--- config.mk ---
export PLATFORM = sky130hd
export DESIGN_NAME = dma_flag_bank
export DESIGN_NICKNAME = d
export VERILOG_FILES = /design/src/rtl/dma_flag_pkg.sv /design/src/rtl/dma_flag_chan.sv /design/src/rtl/dma_flag_pack.sv /design/src/rtl/dma_flag_bank.sv
export SDC_FILE = /design/constraint.sdc
export NUM_CORES = 1
export LEC_CHECK = 0
export BUFFER_PORTS_ARGS = -buffer_cell sky130_fd_sc_hd__buf_2
export CORE_ASPECT_RATIO = 1.4
export CORE_MARGIN = 2
export CORE_UTILIZATION = 48
export DETAILED_ROUTE_END_ITERATION = 10
export PLACE_DENSITY_LB_ADDON = 0.15
export SETUP_SLACK_MARGIN = 0.05
export SKIP_LAST_GASP = 1
export SYNTH_ARGS = -nofsm -noshare
export SYNTH_HDL_FRONTEND = slang
export SYNTH_SLANG_ARGS = --single-unit
--- constraint.sdc ---
create_clock -name clk -period 0.9 [get_ports clk]
set_input_delay 0.045 -clock clk [delete_from_list [all_inputs] [get_ports clk]]
set_output_delay 0.045 -clock clk [all_outputs]
set_load 0.05 [all_outputs]
--- src/rtl/dma_flag_pkg.sv ---
package dma_flag_pkg;
    localparam int GRP_W       = 6;
    localparam int CH_PER_WORD = 4;
    localparam int WORD_W      = 32;

    // bit positions inside a channel group (neighbours decode these)
    localparam int B_FIFO  = 0;
    localparam int B_SDATA = 2;
    localparam int B_XFER  = 3;
    localparam int B_HALF  = 4;
    localparam int B_FULL  = 5;
    localparam logic [GRP_W-1:0] GRP_USED = 6'b111101;

    localparam logic [2:0] ADDR_FLAG_BASE = 3'd0;
    localparam logic [2:0] ADDR_CLR_BASE  = 3'd2;
    localparam logic [2:0] ADDR_EN_BASE   = 3'd4;

    typedef struct packed {
        logic full;
        logic half;
        logic xfer;
        logic sdata;
        logic fifo;
    } evt_t;

    function automatic int grp_off(input int k);
        return 8 * k - 2 * (k % 2);
    endfunction

    function automatic logic [GRP_W-1:0] evt_to_grp(input evt_t e);
        logic [GRP_W-1:0] g;
        g          = '0;
        g[B_FIFO]  = e.fifo;
        g[B_SDATA] = e.sdata;
        g[B_XFER]  = e.xfer;
        g[B_HALF]  = e.half;
        g[B_FULL]  = e.full;
        return g;
    endfunction

    function automatic logic [WORD_W-1:0] word_used_mask();
        logic [WORD_W-1:0] m;
        m = '0;
        for (int k = 0; k < CH_PER_WORD; k++)
            m[grp_off(k) +: GRP_W] = GRP_USED;
        return m;
    endfunction
endpackage

--- src/rtl/dma_flag_chan.sv ---
module dma_flag_chan
    import dma_flag_pkg::*;
(
    input  logic             clk,
    input  logic             rst,
    input  evt_t             evt,
    input  logic [GRP_W-1:0] clr_mask,
    input  logic             en_we,
    input  logic [GRP_W-1:0] en_wdata,
    output logic [GRP_W-1:0] flags,
    output logic [GRP_W-1:0] ens,
    output logic             irq
);
    logic [GRP_W-1:0] set_vec;

    assign set_vec = evt_to_grp(evt);

    always_ff @(posedge clk) begin
        if (rst) begin
            flags <= '0;
            ens   <= '0;
        end else begin
            flags <= (flags & ~clr_mask) | set_vec;
            if (en_we)
                ens <= en_wdata & GRP_USED;
        end
    end

    assign irq = |(flags & ens);

    AST_SET_WINS: assert property (@(posedge clk) disable iff (rst)
        (|set_vec) |=> ((flags & $past(set_vec)) == $past(set_vec)));

    AST_CLR_TAKES: assert property (@(posedge clk) disable iff (rst)
        (|(clr_mask & ~set_vec)) |=> ((flags & $past(clr_mask & ~set_vec)) == '0));

    AST_FLAG_HOLD: assert property (@(posedge clk) disable iff (rst)
        (clr_mask == '0 && set_vec == '0) |=> $stable(flags));
endmodule

--- src/rtl/dma_flag_pack.sv ---
module dma_flag_pack
    import dma_flag_pkg::*;
#(
    parameter int NUM_CH    = 8,
    parameter int NUM_WORDS = (NUM_CH + CH_PER_WORD - 1) / CH_PER_WORD
) (
    input  logic [NUM_CH-1:0][GRP_W-1:0]     grp,
    output logic [NUM_WORDS-1:0][WORD_W-1:0] words
);
    always_comb begin
        words = '0;
        for (int c = 0; c < NUM_CH; c++)
            words[c / CH_PER_WORD][grp_off(c % CH_PER_WORD) +: GRP_W] = grp[c];
    end
endmodule

--- src/rtl/dma_flag_bank.sv ---
module dma_flag_bank
    import dma_flag_pkg::*;
#(
    parameter int NUM_CH = 8
) (
    input  logic              clk,
    input  logic              rst,
    input  logic [NUM_CH-1:0] ev_fifo_err,
    input  logic [NUM_CH-1:0] ev_sdata_err,
    input  logic [NUM_CH-1:0] ev_xfer_err,
    input  logic [NUM_CH-1:0] ev_half,
    input  logic [NUM_CH-1:0] ev_full,
    input  logic              wr_en,
    input  logic [2:0]        wr_addr,
    input  logic [31:0]       wr_data,
    input  logic [2:0]        rd_addr,
    output logic [31:0]       rd_data,
    output logic [NUM_CH-1:0] irq
);
    localparam int NUM_WORDS = (NUM_CH + CH_PER_WORD - 1) / CH_PER_WORD;
    localparam logic [WORD_W-1:0] USED_WORD = word_used_mask();

    logic [NUM_CH-1:0][GRP_W-1:0]     flag_grp;
    logic [NUM_CH-1:0][GRP_W-1:0]     en_grp;
    logic [NUM_WORDS-1:0][WORD_W-1:0] flag_words;
    logic [NUM_WORDS-1:0][WORD_W-1:0] en_words;

    for (genvar c = 0; c < NUM_CH; c++) begin : g_ch
        localparam int         W        = c / CH_PER_WORD;
        localparam int         OFF      = grp_off(c % CH_PER_WORD);
        localparam logic [2:0] CLR_ADDR = ADDR_CLR_BASE + 3'(W);
        localparam logic [2:0] EN_ADDR  = ADDR_EN_BASE + 3'(W);

        evt_t             evt;
        logic [GRP_W-1:0] clr_mask;
        logic             en_we;

        assign evt.fifo  = ev_fifo_err[c];
        assign evt.sdata = ev_sdata_err[c];
        assign evt.xfer  = ev_xfer_err[c];
        assign evt.half  = ev_half[c];
        assign evt.full  = ev_full[c];

        assign clr_mask = (wr_en && wr_addr == CLR_ADDR) ? wr_data[OFF +: GRP_W] : '0;
        assign en_we    = wr_en && wr_addr == EN_ADDR;

        dma_flag_chan u_chan (
            .clk      (clk),
            .rst      (rst),
            .evt      (evt),
            .clr_mask (clr_mask),
            .en_we    (en_we),
            .en_wdata (wr_data[OFF +: GRP_W]),
            .flags    (flag_grp[c]),
            .ens      (en_grp[c]),
            .irq      (irq[c])
        );
    end

    dma_flag_pack #(.NUM_CH(NUM_CH), .NUM_WORDS(NUM_WORDS)) u_pack_flag (
        .grp   (flag_grp),
        .words (flag_words)
    );

    dma_flag_pack #(.NUM_CH(NUM_CH), .NUM_WORDS(NUM_WORDS)) u_pack_en (
        .grp   (en_grp),
        .words (en_words)
    );

    always_comb begin
        rd_data = '0;
        for (int w = 0; w < NUM_WORDS; w++) begin
            if (rd_addr == ADDR_FLAG_BASE + 3'(w)) rd_data = flag_words[w];
            if (rd_addr == ADDR_EN_BASE + 3'(w))   rd_data = en_words[w];
        end
    end

    AST_RSVD_ZERO: assert property (@(posedge clk) disable iff (rst)
        (rd_data & ~USED_WORD) == '0);

    AST_CLR_READS_ZERO: assert property (@(posedge clk) disable iff (rst)
        (rd_addr == ADDR_CLR_BASE || rd_addr == ADDR_CLR_BASE + 3'd1) |-> rd_data == '0);
endmodule

==> summary.txt, run 1 <==
Hold path
  – Hold depth: 3
  – Hold EP: g_ch[6].u_chan.flags[0]$_SDFF_PP0_
  – Hold WC Path Type: in -> reg
  – Hold Crit Start: ev_fifo_err[6]

Place
  – Port-buffer cells: 104
  – Placed Cells: 697
  – Pre-CTS setup slack: -264 ps
  – Post-DP HPWL: between 8000 and 9000 µm
  – Routability cong.: 0.791

Synth
  – Mapped Area: 4510 µm²
  – Seq/Total Area, Yosys: 39.1%
  – Cells after synthesis: 473
  – Avg Inst Size Synth: 9.54 µm²
  – Yosys cell types: 25
  – FF+latch count, synth: 88
  – Synth Warn #: 0

Global route
  – All-layer global routing usage: 28.1%
  – Total global routing overflow: 0
  – First-pass GRT wire length: 22200 µm
  – Initial antenna violation count: 0
  – Vias in the first global route: 4487
  – Largest net degree at the start of global routing: 56

Setup path
  – Reg2reg end: g_ch[1].u_chan.flags[5]$_SDFF_PP0_
  – R2R depth: 4
  – WP data required: 850 ps
  – Critical Path End Type: primary output
  – Crit path launch type: flop
  – Crit path kind: reg -> out
  – Number of buffer and inverter stages on the critical path: 1
  – Crit path max-delay family: compound AO/OA/AOI/OAI gates
  – Register-to-register setup slack: 0 ps
  – CP Cell Sequence: a222oi_1 -> nand2_1 -> buf_6
  – Critical path arrival: 1430 ps
  – Slowest stage delay, CP: between 400 and 500 ps
  – Worst-path fanout max: 3
  – FF-to-FF Start: g_ch[1].u_chan.flags[5]$_SDFF_PP0_
  – CP max stage cell: a222oi_1

Drt
  – Wire length per cell: 18.9 µm
  – Initial DRC Count: around 190
  – Vias: 4404
  – WL final: 14800 µm
  – Vias per cell: between 5 and 6
  – Detail Route Antenna Nets: 0
  – Initial DRT Pass Iterations: 7
  – DRC viols: 0

Pwr
  – Clock Power Share: between 30% and 40%
  – Comb power frac: 23.3%
  – Pwr dens: between 1000 and 1500 nW/µm²
  – Reg power frac: about 42%
  – Sw Share: 28.5%
  – Pint: just over 7 mW
  – Net switching power: 2.88 mW
  – Peak VDD IR: 1.11 mV
  – LEAKAGE: approximately 3.1 nW

STA
  – Final setup viols: 32
  – Final worst-path setup slack: -575 ps
  – Unrepaired setup endpoints after global routing: true
  – Final count of pins violating max slew: 0
  – Setup Skew: 0 ps
  – Tmin final: roughly 1500 ps
  – Max Clock Freq: 678 MHz
  – Tcrit/Tclk final: 164%
  – Final number of hold-violating endpoints: 0

Floorplan
  – DIE AREA: 10200 µm²
  – Die extent in x: 85.9 µm
  – Core ar.: 9080 µm²
  – I/O pin total: 121
  – Initial Utilization: 49.7%
  – Die Height: 119 µm
  – # rows: 41

Layout
  – Most common cell after layout, fill and taps aside: buf_2
  – Area Growth Syn to Fin: 68.4%
  – Layout net count: ~750
  – Share of cells above drive strength 1: 52.1%
  – Layout Cells excl Fill: 782
  – Antenna cell count: 0
  – Commonest cells after routing, fill and taps aside: buf_2 (72), nand2b_1 (68), dfxtp_2 (68)

Outcome
  – Status: complete, but fails checks
  – Failing checks: negative setup slack

CTS
  – Clock root buffer: clkbuf_16
  – Reg clk slew, reported paths: 60 ps
  – Cts bufs inserted: 9
  – Clock Sinks: 88
  – Clock Tree Buf Depth: 2
  – H-Tree Depth: 3
  – CTS tree: done
  – Clock latency on the worst-skew pair: 350 ps

Flow run
  – MaxCap Viol Count: 0
-- logic make-up (layout without fill, tap and decap cells) --
| family | Yosys count | in the layout | share of synthesized area (%) |
|---|---|---|---|
| muxes | 84 | 84 | 18.6 |
| and+or+nand+nor | 128 | 128 | 15.5 |
| buffers and inverters | 88 | 283 | 9.93 |
| AOI/OAI and AO/OA | 84 | 84 | 16.8 |
| other | 1 | 8 | 0.0831 |
| DFF | 88 | 88 | 39.1 |
-- through the flow --
stage | util [%] | area, µm² | power (mW) | setup TNS (ps) | hold slack (ps)
2_1_floorplan | - | 4970 | 5.47 | -1470 | 125
3_3_place_gp | 63.8 | 5790 | 6.00 | -10940 | 230
3_5_place_dp | 63.8 | 5790 | 6.05 | -11780 | 234
4_1_cts | 80.7 | 7320 | 9.97 | -11410 | 6.75
5_1_grt | 83.7 | 7600 | 10.4 | -12310 | 22.1
6_report | 83.7 | 7600 | 10.1 | -11380 | 1.55
-- worst max-delay path by stage --
stage | startpoint | endpoint | slack [ps] | cells past startpoint
after global routing | g_ch[0].u_chan.ens[5]$_SDFFE_PP0P_ | irq[0] | -610 | 3
after CTS | g_ch[6].u_chan.ens[5]$_SDFFE_PP0P_ | irq[6] | -550 | 3
after global placement | rd_addr[2] | rd_data[20] | -230 | 5
after detailed placement | rd_addr[2] | rd_data[25] | -260 | 5
after floorplan | rd_addr[0] | rd_data[0] | -70 | 4
final | g_ch[0].u_chan.ens[5]$_SDFFE_PP0P_ | irq[0] | -570 | 3
-- registers in the layout, indices dropped and copies added (netlist names) --
name	flops
g_ch.u_chan.ens	40
g_ch.u_chan.flags	48
-- routing by layer --
metal,share of wire (%),track usage (%),vias to the layer above
met5,0,0,-
met1,37,30.9,2172
met3,3.2,3.84,30
li1,-,-,2073
met2,57,51.2,129
met4,2.8,14.1,0
-- final cells by class --
cell class	count	area (µm²)
clock buffer	12	256
clock inverter	1	5.00
fill	478	1480
inverter	40	150
multi-input combinational	304	3110
sequential	88	1910
tap	107	134
timing repair buffer	230	2020
-- synthesized netlist by cell type --
| master | instances | area [µm²] |
|---|---|---|
| clkbuf_1 | 10 | 37.5 |
| buf_6 | 2 | 22.5 |
| or2_2 | 1 | 6.26 |
| buf_2 | 16 | 80.1 |
| conb_1 | 1 | 3.75 |
| nand4bb_1 | 1 | 11.3 |
| buf_8 | 1 | 15.0 |
| a222oi_1 | 8 | 80.1 |
| a21oi_1 | 8 | 40.0 |
| nand2b_1 | 69 | 432 |
| nor4bb_1 | 1 | 10.0 |
| and4bb_2 | 1 | 12.5 |
| inv_1 | 40 | 150 |
| nor3_1 | 4 | 20.0 |
| and4b_1 | 2 | 20.0 |
| o22ai_1 | 20 | 125 |
| buf_4 | 19 | 143 |
| dfxtp_1 | 88 | 1760 |
| a22oi_1 | 8 | 60.1 |
| a311oi_2 | 16 | 240 |
| nand4b_1 | 1 | 8.76 |
| mux2i_1 | 84 | 841 |
| a311oi_1 | 24 | 210 |
| nor2_1 | 40 | 150 |
| nand2_1 | 8 | 30.0 |
-- worst register-to-register path, cell delays in order, from the launching register on --
cell      delay (ps)
dfxtp_2          330
buf_4            130
buf_4            100
nor2_1            30
a311oi_1         220
-- power by group through the flow --
stage	Sequential (mW)	Combinational (mW)	Clock (mW)
global placement	4.28	1.72	0
global route	4.30	2.47	3.67
floorplan	4.25	1.22	0
detailed placement	4.29	1.76	0
finish	4.28	2.36	3.47
CTS	4.28	2.21	3.48
-- what timing repair did --
action,in CTS,in global routing
hold endpoints to repair,48,0
setup endpoints to repair,32,41
resized for setup,205,53
pin swaps,30,38
hold buffers,63,0
buffers inserted,3,10
Note: power is estimated with default switching activity, not from simulation.
==> run 2, diff against run 1 <==
- CORE_UTILIZATION: 48 -> 50
- SYNTH_HIERARCHICAL: default -> 1
==> run 2 against run 1 <==
The run still ends with negative setup slack left. Clock power rose by 10%. Largest cell class unchanged. Fmax rose by 0.18%. Critical path type unchanged. Highest routed layer unchanged. Synthesized area rose by 27%. Final area rose by 5.7%.
==> summary.txt, run 2 <==
Layout
  – Final core occ: 71.5% (was 83.7%)
  – Antenna cell count: 0 (unchanged)
  – Area Growth Syn to Fin: 40.6% (was 68.4%)
  – Biggest regs: g_ch.u_chan/flags (48), g_ch.u_chan/ens (40) (was g_ch.u_chan.flags (48), g_ch.u_chan.ens (40))
  – Commonest cells after routing, fill and taps aside: dfxtp_2 (68), buf_2 (59), mux2i_1 (57) (was buf_2 (72), nand2b_1 (68), dfxtp_2 (68))
  – Layout net count: 811 (was 754)
  – Area of the multi-input gates: 3480 µm² (was 3110 µm²)
  – Most common cell after layout, fill and taps aside: dfxtp_2 (was buf_2)
  – Top reg by flops: g_ch.u_chan/flags (was g_ch.u_chan.flags)
  – Share of cells above drive strength 1: 46.4% (was 52.1%)
  – Layout Cells excl Fill: 879 (was 782)
  – Post-route cell area: 8030 µm² (was 7600 µm²)
  – Filler cells: 844 (was 478)
  – Largest register FFs: 48 (unchanged)
  – Reg area: 1910 µm² (about the same)

Drt
  – Wire length per cell: 15.7 µm (was 18.9 µm)
  – Vias: 4354 (was 4404)
  – DRC viols: 0 (unchanged)
  – WL final: 13800 µm (was 14800 µm)
  – Initial DRT Pass Iterations: 5 (was 7)
  – Initial DRC Count: 126 (was 191)
  – Vias per cell: 4.95 (was 5.63)
  – Detail Route Antenna Nets: 0 (unchanged)

CTS
  – Reg clk slew, reported paths: 60 ps (about the same)
  – Clock root buffer: clkbuf_16 (unchanged)
  – Clock latency on the worst-skew pair: 330 ps (was 350 ps)
  – Cts bufs inserted: 9 (unchanged)
  – CTS tree: done (unchanged)
  – Clock Tree Buf Depth: 2 (unchanged)
  – H-Tree Depth: 3 (unchanged)
  – Clock Sinks: 88 (unchanged)

STA
  – Worst hold slack: 19.1 ps (was 1.55 ps)
  – Final TNS setup: -10770 ps (was -11380 ps)
  – Worst-Margin Slew: 1090 ps
  – Final setup viols: 32 (unchanged)
  – Final count of pins violating max slew: 0 (unchanged)
  – Max Clock Freq: 679 MHz (was 678 MHz)
  – Tcrit/Tclk final: 164% (about the same)
  – Final number of hold-violating endpoints: 0 (unchanged)
  – Setup Skew: 0 ps (unchanged)
  – Tmin final: 1470 ps (about the same)
  – Unrepaired setup endpoints after global routing: true (unchanged)
  – Final worst-path setup slack: -572 ps (was -575 ps)
  – Slew HR: 28.1%

Outcome
  – Status: complete, but fails checks (unchanged)
  – Failing checks: negative setup slack (unchanged)

Global route
  – Total global routing overflow: 0 (unchanged)
  – First-pass GRT wire length: 21000 µm (was 22200 µm)
  – Initial antenna violation count: 0 (unchanged)
  – Largest net degree at the start of global routing: 42 (was 56)
  – All-layer global routing usage: 21.9% (was 28.1%)
  – Vias in the first global route: 4268 (was 4487)

Synth
  – Mapped Area: 5710 µm² (was 4510 µm²)
  – Most frequent cells after synthesis: buf_4 (146), mux2i_1 (104), dfxtp_1 (88) (was dfxtp_1 (88), mux2i_1 (84), nand2b_1 (69))
  – Area leader, netlist: dfxtp_1 (unchanged)
  – Area share of the leading cell type in the synthesized netlist: 30.9% (was 39.1%)
  – Synth Warn #: 6 (was 0)
  – Asr flop ratio synth: 0% (unchanged)
  – Number of flops mapped to enable cells by yosys: 0 (unchanged)
  – FF+latch count, synth: 88 (unchanged)
  – Cells after synthesis: 650 (was 473)
  – Largest cells by area after synthesis: dfxtp_1 (31%), buf_4 (19%), mux2i_1 (18%) (was dfxtp_1 (39%), mux2i_1 (19%), nand2b_1 (9.6%))
  – Yosys cell types: 24 (was 25)
  – Seq/Total Area, Yosys: 30.9% (was 39.1%)
  – Avg Inst Size Synth: 8.78 µm² (was 9.54 µm²)
  – Synth Flop Type: dfxtp_1 (unchanged)
  – Most frequent cell after synthesis: buf_4 (was dfxtp_1)

Setup path
  – Critical Path End Type: primary output (unchanged)
  – WP data required: 850 ps (about the same)
  – Crit path kind: reg -> out (unchanged)
  – Critical path arrival: 1430 ps (about the same)
  – Worst-path fanout max: 2 (was 3)
  – Crit path launch type: flop (unchanged)

Place
  – Post-DP HPWL: 8750 µm (was 8820 µm)
  – Placed Cells: 809 (was 697)
  – Port-buffer cells: 104 (unchanged)
  – Pre-CTS setup slack: -257 ps (was -264 ps)
  – Placed cell area: 6130 µm² (was 5790 µm²)
  – Routability cong.: 0.825 (was 0.791)

Floorplan
  – Die Height: 130 µm (was 119 µm)
  – # rows: 46 (was 41)
  – Die extent in x: 94.3 µm (was 85.9 µm)
  – Core ar.: 11200 µm² (was 9080 µm²)
  – Initial Utilization: 50.8% (was 49.7%)
  – DIE AREA: 12300 µm² (was 10200 µm²)
  – I/O pin total: 121 (unchanged)

Pwr
  – Power, Total: 10.6 mW (was 10.1 mW)
  – Pwr dens: 1320 nW/µm² (was 1330 nW/µm²)
  – Peak VDD IR: 1.13 mV (was 1.11 mV)
  – LEAKAGE: 3.33 nW (was 3.12 nW)

Flow run
  – MaxCap Viol Count: 0 (unchanged)

Hold path
  – Hold WC Path Type: in -> reg (unchanged)
[run 2: power by group]
| group | internal [mW] | switching, mW | leakage (nW) | total, mW |
|---|---|---|---|---|
| combinational | 1.22 | 1.26 | 2.42 | 2.48 |
| clock | 2.30 | 1.53 | 0.150 | 3.83 |
| sequential | 4.07 | 0.189 | 0.758 | 4.26 |
| total | 7.59 | 2.98 | 3.33 | 10.6 |
[run 2: layout make-up]
cell class,instances,area share (%)
tap,144,2.24
sequential,88,23.8
clock buffer,13,3.24
clock inverter,3,0.499
multi-input combinational,382,43.4
inverter,40,1.87
timing repair buffer,209,25.0
[run 2: path summary, 6_finish.rpt]
check                                                         from                                 end  slack, ps  cells past startpoint
worst max-delay path            g_ch[7].u_chan/ens[0]$_SDFFE_PP0P_                              irq[7]       -570                      4
worst min-delay path                                    wr_data[3]  g_ch[4].u_chan/ens[3]$_SDFFE_PP0P_         20                      3
worst max register to register  g_ch[6].u_chan/ens[0]$_SDFFE_PP0P_  g_ch[6].u_chan/ens[0]$_SDFFE_PP0P_          0                      4
worst min register to register  g_ch[2].u_chan/flags[0]$_SDFF_PP0_  g_ch[2].u_chan/flags[0]$_SDFF_PP0_        480                      2
[run 2: cell families (layout without fill, tap and decap cells)]
| family | count (synthesis) | count (layout) | share of synthesized area [%] |
|---|---|---|---|
| AND/OR/NAND/NOR | 150 | 150 | 14.8 |
| buffers and inverters | 210 | 265 | 25.9 |
| flip-flops | 88 | 88 | 30.9 |
| AO/OA/AOI/OAI | 88 | 88 | 9.47 |
| multiplexers | 104 | 104 | 18.2 |
| other | 10 | 40 | 0.658 |
[run 2: what timing repair did]
action | CTS | global route
gates resized for setup | 210 | 84
cloned | 0 | 2
hold endpoints to repair | 65 | 0
endpoints found under the setup margin | 32 | 61
setup buffers | 3 | 6
pin swaps | 32 | 30
hold buffers | 57 | 0
[run 2: routing by layer]
layer | wire length, µm | share of wire, % | vias up | GRT usage [%]
met5 | 0 | 0 | - | 0
met4 | 206 | 1.5 | 0 | 7.67
met3 | 500 | 3.6 | 15 | 3.67
met2 | 7380 | 53 | 98 | 37.8
met1 | 5740 | 41 | 2084 | 27.5
li1 | - | - | 2157 | -
[run 2: worst max-delay path, cell delays in order, from the launching register on]
cell and delay [ps]:
dfxtp_2 320, a222oi_1 390, buf_4 180, nand2_2 50, buf_6 150
==> run 3, diff against run 2 <==
- CORE_MARGIN: 2 -> default
==> run 3 against run 2 <==
Critical endpoint is now irq[2]. The run still ends with negative setup slack left. Final area increased by 0.34%. Total power decreased by 0.97%. Clock skew unchanged. Largest power group unchanged. Count of clock-buffer cells in the layout decreased by 1. Worst setup slack gained 20 ps. Largest cell class unchanged. Critical path depth unchanged. Final cell count is 0.46% higher. Combinational power rose by 2%. Die area shrank 3.6%.
==> summary.txt, run 3 (synthesized netlist as in run 2, its figures left out) <==
Pwr
  – Net switching power: 2.99 mW (was 2.98 mW)
  – Comb power frac: 24.2% (was 23.5%)
  – Sw Share: 28.6% (was 28.2%)
  – Reg power frac: 40.8% (was 40.3%)
  – Pwr dens: 1300 nW/µm² (was 1320 nW/µm²)
  – Peak VDD IR: 1.00 mV (was 1.13 mV)
  – Pint: 7.46 mW (was 7.59 mW)
  – Clock Power Share: 35.0% (was 36.2%)
  – LEAKAGE: 3.30 nW (was 3.33 nW)

Layout
  – Area of the multi-input gates: 3520 µm² (was 3480 µm²)
  – Commonest cells after routing, fill and taps aside: dfxtp_2 (74), buf_2 (64), mux2i_1 (57) (was dfxtp_2 (68), buf_2 (59), mux2i_1 (57))
  – Final core occ: 73.4% (was 71.5%)
  – Reg area: 1900 µm² (was 1910 µm²)
  – Largest register FFs: 48 (unchanged)
  – Most common cell after layout, fill and taps aside: dfxtp_2 (unchanged)
  – Top reg by flops: g_ch.u_chan/flags (unchanged)
  – Share of cells above drive strength 1: 47.0% (was 46.4%)
  – Biggest regs: g_ch.u_chan/flags (48), g_ch.u_chan/ens (40) (unchanged)
  – Filler cells: 795 (was 844)
  – Layout net count: 818 (was 811)
  – Area Growth Syn to Fin: 41.1% (was 40.6%)
  – Antenna cell count: 0 (unchanged)
  – Post-route cell area: 8050 µm² (was 8030 µm²)

Place
  – Pre-CTS setup slack: -309 ps (was -257 ps)
  – Placed cell area: 6160 µm² (was 6130 µm²)
  – Post-DP HPWL: 9060 µm (was 8750 µm)
  – Routability cong.: 0.777 (was 0.825)
  – Port-buffer cells: 104 (unchanged)

Global route
  – GRT met2 Usage: 43.4% (was 37.8%)
  – First-pass GRT wire length: 22000 µm (was 21000 µm)
  – Global Route met3 Usage: 4.20% (was 3.67%)
  – Vias in the first global route: 4488 (was 4268)
  – Largest net degree at the start of global routing: 35 (was 42)
  – GR Util met1: 28.2% (was 27.5%)
  – All-layer global routing usage: 23.8% (was 21.9%)
  – Initial antenna violation count: 0 (unchanged)
  – GRT Max-Usage Layer: met2 (unchanged)
  – Total global routing overflow: 0 (unchanged)

Setup path
  – Crit path launch type: flop (unchanged)
  – Number of buffer and inverter stages on the critical path: 2 (unchanged)
  – Register-to-register setup slack: 40 ps (was 0 ps)
  – Crit path to: irq[2] (was irq[7])
  – Worst-path fanout max: 2 (unchanged)
  – Crit path kind: reg -> out (unchanged)
  – FF-to-FF Start: g_ch[2].u_chan/ens[0]$_SDFFE_PP0P_ (was g_ch[6].u_chan/ens[0]$_SDFFE_PP0P_)
  – CP Cell Sequence: a222oi_1 -> buf_4 -> nand2_4 -> buf_8 (was a222oi_1 -> buf_4 -> nand2_2 -> buf_6)
  – Critical path arrival: 1410 ps (was 1430 ps)
  – Reg2reg end: g_ch[2].u_chan/ens[0]$_SDFFE_PP0P_ (was g_ch[6].u_chan/ens[0]$_SDFFE_PP0P_)
  – Slowest stage delay, CP: 350 ps (was 390 ps)
  – Critical Path End Type: primary output (unchanged)
  – Critical path startpoint: g_ch[2].u_chan/ens[0]$_SDFFE_PP0P_ (was g_ch[7].u_chan/ens[0]$_SDFFE_PP0P_)
  – R2R depth: 4 (unchanged)
  – Crit path max-delay family: compound AO/OA/AOI/OAI gates (unchanged)
  – WP data required: 850 ps (about the same)
  – CP max stage cell: a222oi_1 (unchanged)
  – Stages on worst setup path: 4 (unchanged)

Drt
  – Initial DRT Pass Iterations: 7 (was 5)
  – DRC viols: 0 (unchanged)
  – Detail Route Antenna Nets: 0 (unchanged)
  – Vias: 4389 (was 4354)
  – WL final: 14100 µm (was 13800 µm)
  – Wire length per cell: 16.0 µm (was 15.7 µm)
  – Initial DRC Count: 126 (unchanged)
  – Vias per cell: 4.97 (was 4.95)

CTS
  – CTS tree: done (unchanged)
  – Clock Sinks: 88 (unchanged)
  – Clock latency on the worst-skew pair: 340 ps (was 330 ps)
  – Clock Tree Buf Depth: 2 (unchanged)
  – Reg clk slew, reported paths: 60 ps (about the same)
  – H-Tree Depth: 3 (unchanged)
  – Cts bufs inserted: 9 (unchanged)
  – Clock root buffer: clkbuf_16 (unchanged)

Floorplan
  – # rows: 45 (was 46)
  – Initial Utilization: 52.0% (was 50.8%)
  – I/O pin total: 121 (unchanged)
  – DIE AREA: 11900 µm² (was 12300 µm²)
  – Core ar.: 11000 µm² (was 11200 µm²)
  – Die extent in x: 92.3 µm (was 94.3 µm)
  – Die Height: 128 µm (was 130 µm)

STA
  – Slew HR: 26.6% (was 28.1%)
  – Tmin final: 1450 ps (was 1470 ps)
  – Final number of hold-violating endpoints: 0 (unchanged)
  – Worst hold slack: 11.2 ps (was 19.1 ps)
  – Max Clock Freq: 689 MHz (was 679 MHz)
  – Final worst-path setup slack: -552 ps (was -572 ps)
  – Final setup viols: 32 (unchanged)
  – Setup Skew: 0 ps (unchanged)
  – Unrepaired setup endpoints after global routing: true (unchanged)
  – Worst-Margin Slew: 1120 ps (was 1090 ps)
  – Tcrit/Tclk final: 161% (was 164%)
  – Final count of pins violating max slew: 0 (unchanged)

Outcome
  – Status: complete, but fails checks (unchanged)
  – Failing checks: negative setup slack (unchanged)

Flow run
  – MaxCap Viol Count: 0 (unchanged)

Hold path
  – Hold WC Path Type: in -> reg (unchanged)
run 3: timing repair:
item | in CTS | in global routing
pin swaps | 31 | 29
buffers inserted | 6 | 6
endpoints found under the hold margin | 63 | 0
gates resized for setup | 210 | 76
gates cloned | 0 | 3
endpoints found under the setup margin | 32 | 66
hold buffers | 54 | 0
run 3: area by class of cell:
cell class / count / area share (%)
Timing Repair Buffer: 216 / 25.2
Clock buffer: 12 / 2.94
Sequential cell: 88 / 23.5
Multi-Input combinational cell: 382 / 43.7
Tap cell: 141 / 2.19
Inverter: 40 / 1.86
Clock inverter: 4 / 0.559
run 3: tightest hold or removal path: stages:
cell	delay (ps)
buf_2	120
mux2i_1	80
nor2_1	70
run 3: power groups by stage:
stage	combinational, mW	clock [mW]	sequential (mW)
5_1_grt	2.68	3.85	4.28
4_1_cts	2.36	3.72	4.26
3_5_place_dp	1.90	0	4.27
2_1_floorplan	1.69	0	4.25
6_report	2.53	3.66	4.27
3_3_place_gp	1.87	0	4.27
run 3: stage by stage:
stage / setup TNS [ps] / power, mW / instances
3_3_place_gp: -22280 / 6.14 / 811
6_report: -10970 / 10.5 / 883
2_1_floorplan: -1370 / 5.94 / 680
3_5_place_dp: -24700 / 6.18 / 811
5_1_grt: -12350 / 10.8 / 883
4_1_cts: -11890 / 10.3 / 881
run 3: routing by layer:
metal | routed length [µm] | part of all wire (%)
met1 | 5910 | 42
met2 | 7560 | 53
met3 | 513 | 3.6
met4 | 163 | 1.2
met5 | 0 | 0
run 3: how the worst min path moves through the flow:
stage / cells past startpoint / from / slack, ps / endpoint
2_1_floorplan: 1 / rst / 120 / g_ch[0].u_chan/flags[1]$_SDFF_PP0_
3_3_place_gp: 3 / ev_full[1] / 280 / g_ch[1].u_chan/flags[5]$_SDFF_PP0_
3_5_place_dp: 3 / ev_xfer_err[1] / 290 / g_ch[1].u_chan/flags[3]$_SDFF_PP0_
4_1_cts: 3 / wr_data[10] / 0.5 / g_ch[1].u_chan/ens[4]$_SDFFE_PP0P_
5_1_grt: 3 / wr_data[20] / 20 / g_ch[6].u_chan/ens[4]$_SDFFE_PP0P_
6_report: 3 / wr_data[26] / 10 / g_ch[7].u_chan/ens[4]$_SDFFE_PP0P_
